--- config.mk ---
export PLATFORM = sky130hd
export DESIGN_NAME = pair_adder16
export DESIGN_NICKNAME = d
export VERILOG_FILES = /design/src/rtl/pa_pkg.sv /design/src/rtl/pa_adc.sv /design/src/rtl/pa_regfile.sv /design/src/rtl/pa_seq.sv /design/src/rtl/pair_adder16.sv
export SDC_FILE = /design/constraint.sdc
export NUM_CORES = 1
export LEC_CHECK = 0
export BUFFER_PORTS_ARGS = -buffer_cell sky130_fd_sc_hd__buf_2
export CORE_AREA = 2 2 121 123
export DETAILED_ROUTE_END_ITERATION = 8
export DIE_AREA = 0 0 123 125
export PLACE_DENSITY = 0.78
export RECOVER_POWER = 50
export SYNTH_ARGS = -nofsm -noshare
export SYNTH_HDL_FRONTEND = slang
export SYNTH_SLANG_ARGS = --single-unit
--- constraint.sdc ---
create_clock -name clk -period 2.3 [get_ports clk]
set_clock_uncertainty 0.1 [all_clocks]
set_input_delay 0 -clock clk [delete_from_list [all_inputs] [get_ports clk]]
set_output_delay 0 -clock clk [all_outputs]
set_load 0.02 [all_outputs]
--- src/rtl/pa_pkg.sv ---
package pa_pkg;
  localparam int unsigned NUM_PAIRS = 6;
  localparam int unsigned NUM_DST   = 3;
  localparam int unsigned SEL_W     = 3;

  typedef enum logic [2:0] {
    PR_HL = 3'd0,
    PR_IX = 3'd1,
    PR_IY = 3'd2,
    PR_BC = 3'd3,
    PR_DE = 3'd4,
    PR_SP = 3'd5
  } pair_e;

  typedef enum logic [2:0] {
    ST_IDLE,
    ST_LOAD,
    ST_ADD,
    ST_STORE,
    ST_SEL
  } state_e;
endpackage

--- src/rtl/pa_adc.sv ---
module pa_adc #(
  parameter int W = 8
) (
  input  logic [W-1:0] a,
  input  logic [W-1:0] b,
  input  logic         cin,
  output logic [W-1:0] sum,
  output logic         cout
);
  logic [W:0] total;

  always_comb begin
    total = {1'b0, a} + {1'b0, b} + {{W{1'b0}}, cin};
    sum   = total[W-1:0];
    cout  = total[W];
  end
endmodule

--- src/rtl/pa_regfile.sv ---
module pa_regfile
  import pa_pkg::*;
#(
  parameter int LANE_W    = 8,
  parameter int NUM_LANES = 2,
  localparam int WORD_W   = LANE_W * NUM_LANES,
  localparam int LANE_IW  = $clog2(NUM_LANES)
) (
  input  logic               clk,
  input  logic               rst_n,
  input  logic               host_we,
  input  logic [SEL_W-1:0]   host_sel,
  input  logic [WORD_W-1:0]  host_wdata,
  input  logic [SEL_W-1:0]   rd_sel,
  output logic [WORD_W-1:0]  rd_data,
  input  logic [LANE_IW-1:0] lane,
  input  logic [SEL_W-1:0]   a_sel,
  input  logic [SEL_W-1:0]   b_sel,
  output logic [LANE_W-1:0]  a_byte,
  output logic [LANE_W-1:0]  b_byte,
  input  logic               byte_we,
  input  logic [SEL_W-1:0]   byte_sel,
  input  logic [LANE_W-1:0]  byte_wdata
);
  logic [WORD_W-1:0] pairs_q [NUM_PAIRS];
  int lane_base;

  always_comb begin
    lane_base = int'(lane) * LANE_W;
    a_byte  = '0;
    b_byte  = '0;
    rd_data = '0;
    if (a_sel < SEL_W'(NUM_PAIRS))  a_byte  = pairs_q[a_sel][lane_base +: LANE_W];
    if (b_sel < SEL_W'(NUM_PAIRS))  b_byte  = pairs_q[b_sel][lane_base +: LANE_W];
    if (rd_sel < SEL_W'(NUM_PAIRS)) rd_data = pairs_q[rd_sel];
  end

  always_ff @(posedge clk or negedge rst_n) begin
    if (!rst_n) begin
      for (int p = 0; p < NUM_PAIRS; p++) pairs_q[p] <= '0;
    end else begin
      for (int p = 0; p < NUM_PAIRS; p++) begin
        if (host_we && host_sel == SEL_W'(p))
          pairs_q[p] <= host_wdata;
        else if (byte_we && byte_sel == SEL_W'(p))
          pairs_q[p][lane_base +: LANE_W] <= byte_wdata;
      end
    end
  end

  // the host port and the byte store come from separate logic and never coincide
  a_r9_no_write_clash: assert property (@(posedge clk) disable iff (!rst_n)
    !(host_we && byte_we));

  // a host write is visible in the addressed pair one cycle later
  a_r2_host_write: assert property (@(posedge clk) disable iff (!rst_n)
    (host_we && host_sel < SEL_W'(NUM_PAIRS)) |=>
      (pairs_q[$past(host_sel)] == $past(host_wdata)));
endmodule

--- src/rtl/pa_seq.sv ---
module pa_seq
  import pa_pkg::*;
#(
  parameter int LANE_W    = 8,
  parameter int NUM_LANES = 2,
  localparam int LANE_IW  = $clog2(NUM_LANES)
) (
  input  logic               clk,
  input  logic               rst_n,
  input  logic               cmd_valid,
  output logic               cmd_ready,
  input  logic [SEL_W-1:0]   cmd_dst,
  input  logic [SEL_W-1:0]   cmd_src,
  input  logic [LANE_W-1:0]  a_byte,
  input  logic [LANE_W-1:0]  b_byte,
  output logic [LANE_IW-1:0] lane,
  output logic [SEL_W-1:0]   dst_sel,
  output logic [SEL_W-1:0]   src_sel,
  output logic               byte_we,
  output logic [LANE_W-1:0]  byte_wdata,
  output logic               done,
  output logic               carry_flag
);
  localparam logic [LANE_IW-1:0] LAST_LANE = LANE_IW'(NUM_LANES - 1);

  state_e             state_q;
  logic [LANE_IW-1:0] lane_q;
  logic [SEL_W-1:0]   dst_q, src_q;
  logic [LANE_W-1:0]  acc_q, smd_q;
  logic               carry_q, done_q;
  logic [LANE_W-1:0]  sum;
  logic               cout;
  logic               legal;

  pa_adc #(.W(LANE_W)) adc_i (
    .a(acc_q), .b(smd_q), .cin(carry_q), .sum(sum), .cout(cout)
  );

  assign legal      = (cmd_dst < SEL_W'(NUM_DST)) && (cmd_src < SEL_W'(NUM_PAIRS));
  assign cmd_ready  = (state_q == ST_IDLE);
  assign lane       = lane_q;
  assign dst_sel    = dst_q;
  assign src_sel    = src_q;
  assign byte_we    = (state_q == ST_STORE);
  assign byte_wdata = acc_q;
  assign done       = done_q;
  assign carry_flag = carry_q;

  always_ff @(posedge clk or negedge rst_n) begin
    if (!rst_n) begin
      state_q <= ST_IDLE;
      lane_q  <= '0;
      dst_q   <= '0;
      src_q   <= '0;
      acc_q   <= '0;
      smd_q   <= '0;
      carry_q <= 1'b0;
      done_q  <= 1'b0;
    end else begin
      done_q <= 1'b0;
      unique case (state_q)
        ST_IDLE: begin
          if (cmd_valid && legal) begin
            dst_q   <= cmd_dst;
            src_q   <= cmd_src;
            lane_q  <= '0;
            state_q <= ST_LOAD;
          end
        end
        ST_LOAD: begin
          acc_q <= a_byte;
          smd_q <= b_byte;
          if (lane_q == '0) carry_q <= 1'b0;
          state_q <= ST_ADD;
        end
        ST_ADD: begin
          acc_q   <= sum;
          carry_q <= cout;
          state_q <= ST_STORE;
        end
        ST_STORE: begin
          if (lane_q == LAST_LANE) begin
            done_q  <= 1'b1;
            state_q <= ST_IDLE;
          end else begin
            state_q <= ST_SEL;
          end
        end
        ST_SEL: begin
          lane_q  <= lane_q + 1'b1;
          state_q <= ST_LOAD;
        end
        default: state_q <= ST_IDLE;
      endcase
    end
  end

  // a legal accepted command starts the first lane load
  a_r3_accept_starts: assert property (@(posedge clk) disable iff (!rst_n)
    (cmd_valid && cmd_ready && legal) |=> (state_q == ST_LOAD && lane_q == '0));

  // done lasts one cycle
  a_r3_done_single: assert property (@(posedge clk) disable iff (!rst_n)
    done_q |=> !done_q);

  // the carry is clear before the first lane is added
  a_r6_carry_cleared: assert property (@(posedge clk) disable iff (!rst_n)
    (state_q == ST_LOAD && lane_q == '0) |=> !carry_q);

  // an illegal command leaves the block idle with no done
  a_r11_illegal_dropped: assert property (@(posedge clk) disable iff (!rst_n)
    (cmd_valid && cmd_ready && !legal) |=> (state_q == ST_IDLE && !done_q));

  // the captured pair codes hold while busy
  a_r12_fields_held: assert property (@(posedge clk) disable iff (!rst_n)
    (state_q != ST_IDLE && $past(state_q) != ST_IDLE) |-> ($stable(dst_q) && $stable(src_q)));
endmodule

--- src/rtl/pair_adder16.sv ---
module pair_adder16
  import pa_pkg::*;
#(
  parameter int LANE_W    = 8,
  parameter int NUM_LANES = 2,
  localparam int WORD_W   = LANE_W * NUM_LANES
) (
  input  logic              clk,
  input  logic              rst_n,
  input  logic              cmd_valid,
  output logic              cmd_ready,
  input  logic [2:0]        cmd_dst,
  input  logic [2:0]        cmd_src,
  output logic              done,
  output logic              carry_flag,
  input  logic              hw_en,
  input  logic [2:0]        hw_sel,
  input  logic [WORD_W-1:0] hw_data,
  input  logic [2:0]        rd_sel,
  output logic [WORD_W-1:0] rd_data
);
  localparam int LANE_IW = $clog2(NUM_LANES);

  logic [LANE_IW-1:0] lane;
  logic [SEL_W-1:0]   dst_sel, src_sel;
  logic [LANE_W-1:0]  a_byte, b_byte, byte_wdata;
  logic               byte_we;
  logic               host_we;

  assign host_we = hw_en && cmd_ready;

  pa_seq #(.LANE_W(LANE_W), .NUM_LANES(NUM_LANES)) seq_i (
    .clk(clk), .rst_n(rst_n),
    .cmd_valid(cmd_valid), .cmd_ready(cmd_ready),
    .cmd_dst(cmd_dst), .cmd_src(cmd_src),
    .a_byte(a_byte), .b_byte(b_byte),
    .lane(lane), .dst_sel(dst_sel), .src_sel(src_sel),
    .byte_we(byte_we), .byte_wdata(byte_wdata),
    .done(done), .carry_flag(carry_flag)
  );

  pa_regfile #(.LANE_W(LANE_W), .NUM_LANES(NUM_LANES)) rf_i (
    .clk(clk), .rst_n(rst_n),
    .host_we(host_we), .host_sel(hw_sel), .host_wdata(hw_data),
    .rd_sel(rd_sel), .rd_data(rd_data),
    .lane(lane), .a_sel(dst_sel), .b_sel(src_sel),
    .a_byte(a_byte), .b_byte(b_byte),
    .byte_we(byte_we), .byte_sel(dst_sel), .byte_wdata(byte_wdata)
  );

  // a host strobe while busy must not reach the pair file
  a_r9_busy_write_blocked: assert property (@(posedge clk) disable iff (!rst_n)
    (hw_en && !cmd_ready) |-> !host_we);
endmodule

# Word-level counts from Yosys, hierarchy flattened
# Cells that the tools add are included.
# totals
regBits,124
in_bits,32
out_inout_bits,19
wordCells,118
# classes
n_addsub,4
magnitude_cmp,8
n_eq_ne,16
shift,4
mux,40
bitwise_logic,3
n_reduce_logical,29
# op_table
op,count
16-bit 2-to-1 mux,19
16-bit binary-select mux with 3-bit select,3
16-bit bitwise mux,6
4-bit negator with 33-bit output,1
8-bit by 33-bit variable shift with 16-bit output (first input constant),1
8-bit by 33-bit indexed part select with 16-bit output,1
16-bit by 5-bit indexed part select with 8-bit output,2
3-bit by 2-bit == test with 1-bit output (second input constant),6
8-bit 2-to-1 mux,2
8-bit one-hot mux with 2 select lines,1
2-bit nonzero test,8
3-bit == test (second input constant),5
1-bit logical AND,15
3-bit one-hot mux with 5 select lines,1
4-bit >= comparator (second input constant),3
3-bit less-than comparator (second input constant),4
3-bit inverter with 4-bit output,3
8-bit by 8-bit adder with 9-bit output,1
9-bit by 1-bit adder with 9-bit output,1
3-bit by 1-bit == test with 1-bit output (second input constant),3
3-bit zero test,3
3-bit 2-to-1 mux,2
2-bit AND reduction,3
1-bit 2-to-1 mux,4
other kinds (5),6

# Logic depth before layout (Yosys ltp)
# Gate-level depths: netlist of run 1.
# logic_depth
ltp_word,7
mapped_depth,9
ltp_nobuf,8

# Hierarchy
# A second synthesis of run 1 with hierarchy kept.
# unflattened
cells_unflattened,970
area_unflattened_um2,8987.4
# modules_own_cells
module,instances,cells_per_inst,area_each_um2,seq_area_each_um2
pa_regfile,1,799,7143.1,2402.3
pa_seq,1,130,1506.4,700.7
pa_adc,1,40,331.6,0.0
pair_adder16,1,1,6.3,0.0

# Worst setup path before layout of run 1
# OpenSTA, ideal clock, no wires.
# synth_path
path_kind,register -> register
start,"register seq_i.carry_q, in the netlist seq_i.carry_flag"
end,"register seq_i.carry_q, in the netlist seq_i.carry_flag"
setup_ps,66
t_arrival_ps,1910
required_ps,2134
setup_slack_ps,224
path_stages_with_launch,9
n_path_buf,0
synth_period_minus_slack_ps,2076
path_cell_list,dfrtp_1 > fa_1 > inv_1 > fa_1 > nand2b_1 > a21oi_1 > a31oi_1 > o21ai_0 > o311a_1
# synth_between
elab_chain_cells,2
# synth_rtl
element,line_no,rtl
"start, declared",pa_seq.sv:30,"logic carry_q, done_q;"
"start signal, assigned",pa_seq.sv:78,carry_q <= cout;
9-bit by 1-bit adder with 9-bit output,pa_adc.sv:13,"total = {1'b0, a} + {1'b0, b} + {{W{1'b0}}, cin};"
1-bit one-hot mux with 2 select lines,pa_seq.sv:61,unique case (state_q)
# No other way between the ends.
# A chain may end at the register's enable or synchronous reset.

# Worst setup path after layout of run 1
# layout_path
start,register seq_i.state_q[0]
end,register rf_i.pairs_q[52] in the netlist's numbering
# layout_between
elab_chain_cells,4
word_cells_on_any_way,7
cone_classes,1 x eq/ne; 1 x mux; 5 x reduce/logical
# layout_rtl
element,line_no,rtl
"start, declared",pa_seq.sv:26,state_e state_q;
"start signal, assigned",pa_seq.sv:51,state_q <= ST_IDLE;
"start signal, assigned",pa_seq.sv:67,state_q <= ST_LOAD;
"start signal, assigned",pa_seq.sv:74,state_q <= ST_ADD;
3-bit zero test,pa_seq.sv:40,assign cmd_ready = (state_q == ST_IDLE);
1-bit logical AND,pair_adder16.sv:30,assign host_we = hw_en && cmd_ready;
1-bit logical AND,pa_regfile.sv:43,if (host_we && host_sel == SEL_W'(p))
16-bit 2-to-1 mux or 2-bit nonzero test (tied branches),n/a,
"end signal, assigned by index",pa_regfile.sv:44,pairs_q[p] <= host_wdata;
"end signal, assigned by index",pa_regfile.sv:46,pairs_q[p][lane_base +: LANE_W] <= byte_wdata;
"end, declared",pa_regfile.sv:25,logic [WORD_W-1:0] pairs_q [NUM_PAIRS];
# Several ways; a longest one is shown, not always the timed one.

==> flow_summary.ini, run 1 <==
[power_and_ir_drop]
leakage_nw = 4.39
p_comb_share_pct = 48.6
p_sw_mw = 6.45
p_per_area_nw_per_um2 = 1570
p_sw_share_pct = 41.2
cellInternalPower_mw = 9.19
totalPowerFinal_mw = 15.6
ir_worst_vdd_mv = 0.790
power.share.clock_pct = 22.1
p_seq_share_pct = 29.3

[route]
finalWirelength_um = 28400
met1_length_um = 10400
ant_nets = 0
drt_first_pass_iters = 5
met2_length_um = 12900
drt-initial-drc-count = 1072
vias = 7660
wl_per_cell_um = 26.4
wl_met3_um = 3500
maxUsedRoutingLayer = met4
vias_per_cell = 7.12
drc = 0

[setup_path]
critical_path_class = reg -> reg
startpoint = seq_i.state_q[0]$_DFFE_PN0P_
cp-start-kind = flip-flop
rr_startpoint = seq_i.state_q[0]$_DFFE_PN0P_
cp-end-kind = flip-flop
critPathArrivalTime_ns = 2.42
worstPathRequired_ns = 2.50
crit_fanout = 7

[status]
violations = capacitance limit, slew limit
status = complete, but fails checks

[finish]
syn2layout_area_growth_pct = 19.7
final_cell_mix = dfrtp_1, nand2_1, mux2i_1
antenna_cells = 0
fin_cells = 1076
fin_nets = 920
final.fill_count = 1000
multi_input_area_um2 = 4760
drive_above_1_share_pct = 26.2
final_area_um2 = 9950
final_common_cell = dfrtp_1
regArea_um2 = 3110

[yosys]
synth_area_um2 = 8310
synth_area_per_cell_um2 = 10.5
seq_area_frac_synth_pct = 37.3
synth_cell_types = 58
synth_warnings = 0
netlist_instances = 792
synth_nets = 833
synth-seq-cells = 124
async_flop_share_pct = 100
synth-edff-count = 0
ys.flop_type = dfrtp_1

[timing]
maxSlewViolCount = 63
setup_violations = 0
rsz0062_at_grt = no
worst_slew_pin_slew_ns = 1.59
clock.fmax_mhz = 450
fin_hold_ws_ns = 0.0371
finalSetupTns_ns = 0
finalHoldViolations = 0
layout_min_cycle_time_ns = 2.22
relSlewSlack_pct = -6.15
finalCritPeriodShare_pct = 96.6

[grt]
gr-total-overflow = 0
antenna_found_initial = 0
grt_pass1_wl_um = 43900
grt_max_degree = 63
gr-usage-all-layers_pct = 38.5
grt_pass1_vias = 7723

[placed_design]
placed_cells = 1017
gp_congestion = 0.992
dpl.hpwl_um = 18700
place_area_um2 = 8970
io_buffers = 50

[floorplan]
rows = 44
die_height_um = 125
start_util_pct = 58.5
die_width_um = 123
core_um2 = 14200
dieArea_um2 = 15400
ios = 51

[run]
drv_cap = 1

[min_path]
hp-class = in -> reg
min_from = hw_sel[0]

[clock_network]
cts_htree_levels = 4
clk_latency_ns = 0.43
clock_sinks = 124
clk_pin_slew_ns = 0.06
cts_buffers = 17
clock_path_buffers = 2
cts_tree = built
root_buffer = clkbuf_16
-- through the flow --
stage | worst slack [ns] | util (%)
2_1_floorplan | 0.224 | -
3_3_place_gp | 0.128 | 63.1
3_5_place_dp | 0.134 | 63.1
4_1_cts | 0.0396 | 70.2
5_1_grt | 0.00622 | 70.1
6_report | 0.0787 | 70.1
-- synth_stat cells, drive strengths merged (7+ instances only) --
| library cell | count | area [um2] |
|---|---|---|
| a21oi | 31 | 155 |
| clkbuf | 28 | 105 |
| nand2 | 118 | 455 |
| a31oi | 7 | 43.8 |
| o21ai | 66 | 349 |
| o22ai | 18 | 113 |
| nand3 | 9 | 45.0 |
| mux2i | 90 | 901 |
| inv | 26 | 97.6 |
| a21o | 10 | 75.1 |
| a22o | 8 | 70.1 |
| a22oi | 28 | 210 |
| mux2 | 7 | 78.8 |
| mux4 | 60 | 1350 |
| nor2 | 45 | 179 |
| dfrtp | 124 | 3100 |
| nor3 | 11 | 87.6 |
| buf | 39 | 257 |
| ha | 7 | 87.6 |
-- what timing repair did --
item / CTS / global route
hold buffers: 25 / 0
endpoints found under the setup margin: 0 / 12
resized for setup: 0 / 2
setup buffers: 0 / 2
hold endpoints to repair: 227 / 0
-- path summary, 6_finish.rpt --
check                                                        to  slack [ns]  depth (start not counted)
worst max-delay path               rf_i.pairs_q[52]$_DFFE_PN0P_        0.08                          7
worst min-delay path               rf_i.pairs_q[81]$_DFFE_PN0P_        0.04                          5
worst max register to register     rf_i.pairs_q[52]$_DFFE_PN0P_        0.08                          7
worst min register to register       seq_i.smd_q[5]$_DFFE_PN0P_        0.39                          2
max in group asynchronous          rf_i.pairs_q[70]$_DFFE_PN0P_        0.49                          3
min in group asynchronous       seq_i.byte_wdata[6]$_DFFE_PN0N_        0.58                          3
-- area by class of cell --
class | count | area share (%)
multi-input combinational | 574 | 47.9
sequential | 124 | 31.2
timing repair buffer | 135 | 10.0
clock buffer | 18 | 4.41
clock inverter | 14 | 3.14
tap | 184 | 2.31
inverter | 27 | 1.02
-- sequential cells by signal, summed over array words and instances (netlist names) --
signal,cells
seq_i.state_q,3
seq_i.dst_sel,3
seq_i.src_sel,3
seq_i.done,1
seq_i.byte_wdata,8
rf_i.pairs_q,96
seq_i.lane,1
seq_i.carry_flag,1
seq_i.smd_q,8
-- cell families (layout without fill, tap and decap cells) --
kind of cell	Yosys count	count (layout)	synth area share, %
compound gates	187	187	14.2
xor+xnor	6	6	0.632
fa+ha+maj	9	9	1.54
buf+inv	94	194	5.57
flops	124	124	37.3
mux	157	157	28.0
simple gates	215	215	12.7
-- metal layers --
metal	vias to the layer above	track usage, %
li1	3108	-
met1	3757	50.8
met2	640	57.6
met3	155	12.0
met4	0	19.2
met5	-	0
-- power groups by stage --
stage          clock [mW]  sequential (mW)  combinational, mW
2_1_floorplan           0             3.93               5.45
3_3_place_gp            0             4.38               7.09
3_5_place_dp            0             4.46               7.29
4_1_cts              3.44             4.46               7.43
5_1_grt              3.56             4.64               8.09
6_report             3.45             4.59               7.60
-- worst max-delay path, stage by stage, from the launching register on --
cell and delay, ns:
dfrtp_1 0.48, buf_4 0.19, nand3b_4 0.12, or3_1 0.48, nor3_4 0.19, buf_4 0.19, mux2i_1 0.23, o21ai_1 0.10
Power figures use the tool's default switching activity.
==> run 2, diff against run 1 <==
--- a/config.mk
+++ b/config.mk
@@ -6,10 +6,10 @@
 export NUM_CORES = 1
 export LEC_CHECK = 0
 export BUFFER_PORTS_ARGS = -buffer_cell sky130_fd_sc_hd__buf_2
-export CORE_AREA = 2 2 121 123
+export CORE_AREA = 2 2 125 127
 export DETAILED_ROUTE_END_ITERATION = 8
-export DIE_AREA = 0 0 123 125
-export PLACE_DENSITY = 0.78
+export DIE_AREA = 0 0 127 129
+export PLACE_DENSITY = 0.77
 export RECOVER_POWER = 50
 export SYNTH_ARGS = -nofsm -noshare
 export SYNTH_HDL_FRONTEND = slang
==> constraint.sdc (replaced) <==
create_clock -name clk -period 2 [get_ports clk]
set_clock_uncertainty 0.1 [all_clocks]
set_input_delay 0 -clock clk [delete_from_list [all_inputs] [get_ports clk]]
set_output_delay 0 -clock clk [all_outputs]
set_load 0.02 [all_outputs]
==> run 2 against run 1 <==
  * The run ends with setup timing left
  * Sequential power grew 14%
  * Via count grew 2.5%
  * Critical path depth grew 1
  * Die area grew 6.6%
  * Routed wire length grew 6.1%
  * Final cell count grew 6.2%
  * Core utilization grew 1.7 points
  * Largest cell class unchanged
==> flow_summary.ini, run 2 (synthesis gave the netlist of run 1 again) <==
[status]
status = complete, but fails checks
violations = setup timing

[finish]
regArea_um2 = 3110
drive_above_1_share_pct = 35.3
largest_register_ff_count = 96
multi_input_area_um2 = 4930
final_cell_mix = dfrtp_1, nand2_1, mux2i_1
fin_nets = 983
final.fill_count = 964
final_area_um2 = 10800
regMostFlops = rf_i.pairs_q
fin_cells = 1143
final_common_cell = dfrtp_1
syn2layout_area_growth_pct = 29.3
antenna_cells = 0

[setup_path]
path_cells = buf_4 -> buf_12 -> buf_4 -> mux4_2 -> o2bb2ai_1 -> nand3_1 -> a21oi_1 -> a221o_1
rrSetupSlack_ns = -0.05
cp-start-kind = flip-flop
crit_top_cell = buf_4
startpoint = seq_i.dst_sel[0]$_DFFE_PN0P_
worstPathRequired_ns = 2.22
reg2regPathDepth = 8
endpoint = seq_i.byte_wdata[5]$_DFFE_PN0N_
critPathArrivalTime_ns = 2.27
path_buf_inv = 3
crit_slowest_cell = dfrtp_2
cp-end-kind = flip-flop
critical_path_class = reg -> reg
rr_startpoint = seq_i.dst_sel[0]$_DFFE_PN0P_
path_depth = 8
critPathTopFamily = compound AO/OA/AOI/OAI gates
crit_fanout = 4
worstReg2RegEnd = seq_i.byte_wdata[5]$_DFFE_PN0N_
max_stage_delay_ns = 0.44

[timing]
worst_slew_pin_slew_ns = 1.45
finalHoldViolations = 0
finalCritPeriodShare_pct = 103
fin_hold_ws_ns = 0.00805
relSlewSlack_pct = 3.56
maxSlewViolCount = 0
setup_violations = 13
layout_min_cycle_time_ns = 2.05
finalWorstSetupSlack_ns = -0.0549
rsz0062_at_grt = yes
clock.fmax_mhz = 487

[power_and_ir_drop]
leakage_nw = 4.74
ir_worst_vdd_mv = 0.876
p_per_area_nw_per_um2 = 1710
totalPowerFinal_mw = 18.4

[min_path]
hp-class = in -> reg

[clock_network]
clock_sinks = 124
clk_pin_slew_ns = 0.06
cts_tree = built
clock_path_buffers = 2
cts_htree_levels = 4
clk_latency_ns = 0.44
root_buffer = clkbuf_16
cts_buffers = 17

[grt]
gr-total-overflow = 0
grt_pass1_vias = 7617
grt_pass1_wl_um = 44200
antenna_found_initial = 0
gr-usage-all-layers_pct = 36.3
grt_max_degree = 55

[placed_design]
io_buffers = 50
place_ws_ns = -0.103
place_area_um2 = 9390
placed_cells = 1059
dpl.hpwl_um = 18700
gp_congestion = 0.929

[route]
vias_per_cell = 6.87
drc = 0
drt_first_pass_iters = 6
wl_per_cell_um = 26.3
drt-initial-drc-count = 1163
finalWirelength_um = 30100
ant_nets = 0
vias = 7849

[floorplan]
core_um2 = 15000
rows = 45
ios = 51
dieArea_um2 = 16400
die_width_um = 127
start_util_pct = 55.5
die_height_um = 129

[run]
drv_cap = 0
==> run 2: metrics by stage <==
stage / utilization, % / TNS [ns]
2_1_floorplan: - / -0.00665
3_3_place_gp: 62.7 / -0.238
3_5_place_dp: 62.7 / -1.24
4_1_cts: 69.4 / -0.0102
5_1_grt: 71.8 / -2.18
6_report: 71.8 / -0.173
==> run 2: worst min-delay path by stage <==
stage,depth (start not counted),to,from
global placement,1,seq_i.src_sel[2]$_DFFE_PN0P_,rst_n
global route,6,seq_i.lane$_DFFE_PN0P_,cmd_dst[2]
CTS,3,rf_i.pairs_q[48]$_DFFE_PN0P_,hw_data[0]
floorplan,0,rf_i.pairs_q[0]$_DFFE_PN0P_,rst_n
detailed placement,1,seq_i.src_sel[2]$_DFFE_PN0P_,rst_n
finish,6,seq_i.lane$_DFFE_PN0P_,cmd_dst[2]
==> run 2: timing repair <==
item / 4_1_cts / 5_1_grt
cloned: 1 / 2
buffers inserted: 7 / 16
gates resized for setup: 20 / 56
hold buffers: 25 / 1
setup endpoints to repair: 57 / 84
hold endpoints to repair: 227 / 6
pin swaps: 9 / 14
==> run 2: worst reg2reg max path: stages, from the launching register on <==
cell and delay, ns:
dfrtp_2 0.44, buf_4 0.16, buf_12 0.12, buf_4 0.14, mux4_2 0.42, o2bb2ai_1 0.14, nand3_1 0.08, a21oi_1 0.08
a221o_1 0.25
==> run 2: report_power, final <==
| part | internal [mW] | switching (mW) |
|---|---|---|
| combinational | 4.98 | 5.08 |
| sequential | 3.73 | 1.49 |
| clock | 1.91 | 1.23 |
==> run 2: routing by layer <==
layer	share of wire [%]	wire (um)	track usage, %	vias up
met3	12	3730	9.40	150
met1	35	10600	46.8	3812
met4	5.9	1780	19.1	0
li1	-	-	-	3242
met2	47	14000	57.2	645
met5	0	0	0	-
==> run 2: cell type report <==
cell class / count / area share (%)
multi-input cells: 574 / 45.8
flip-flops and latches: 124 / 28.9
repair buffers: 198 / 16.6
clock buffers: 20 / 4.25
well taps: 188 / 2.19
clock inverters: 12 / 1.29
inverters: 27 / 0.978
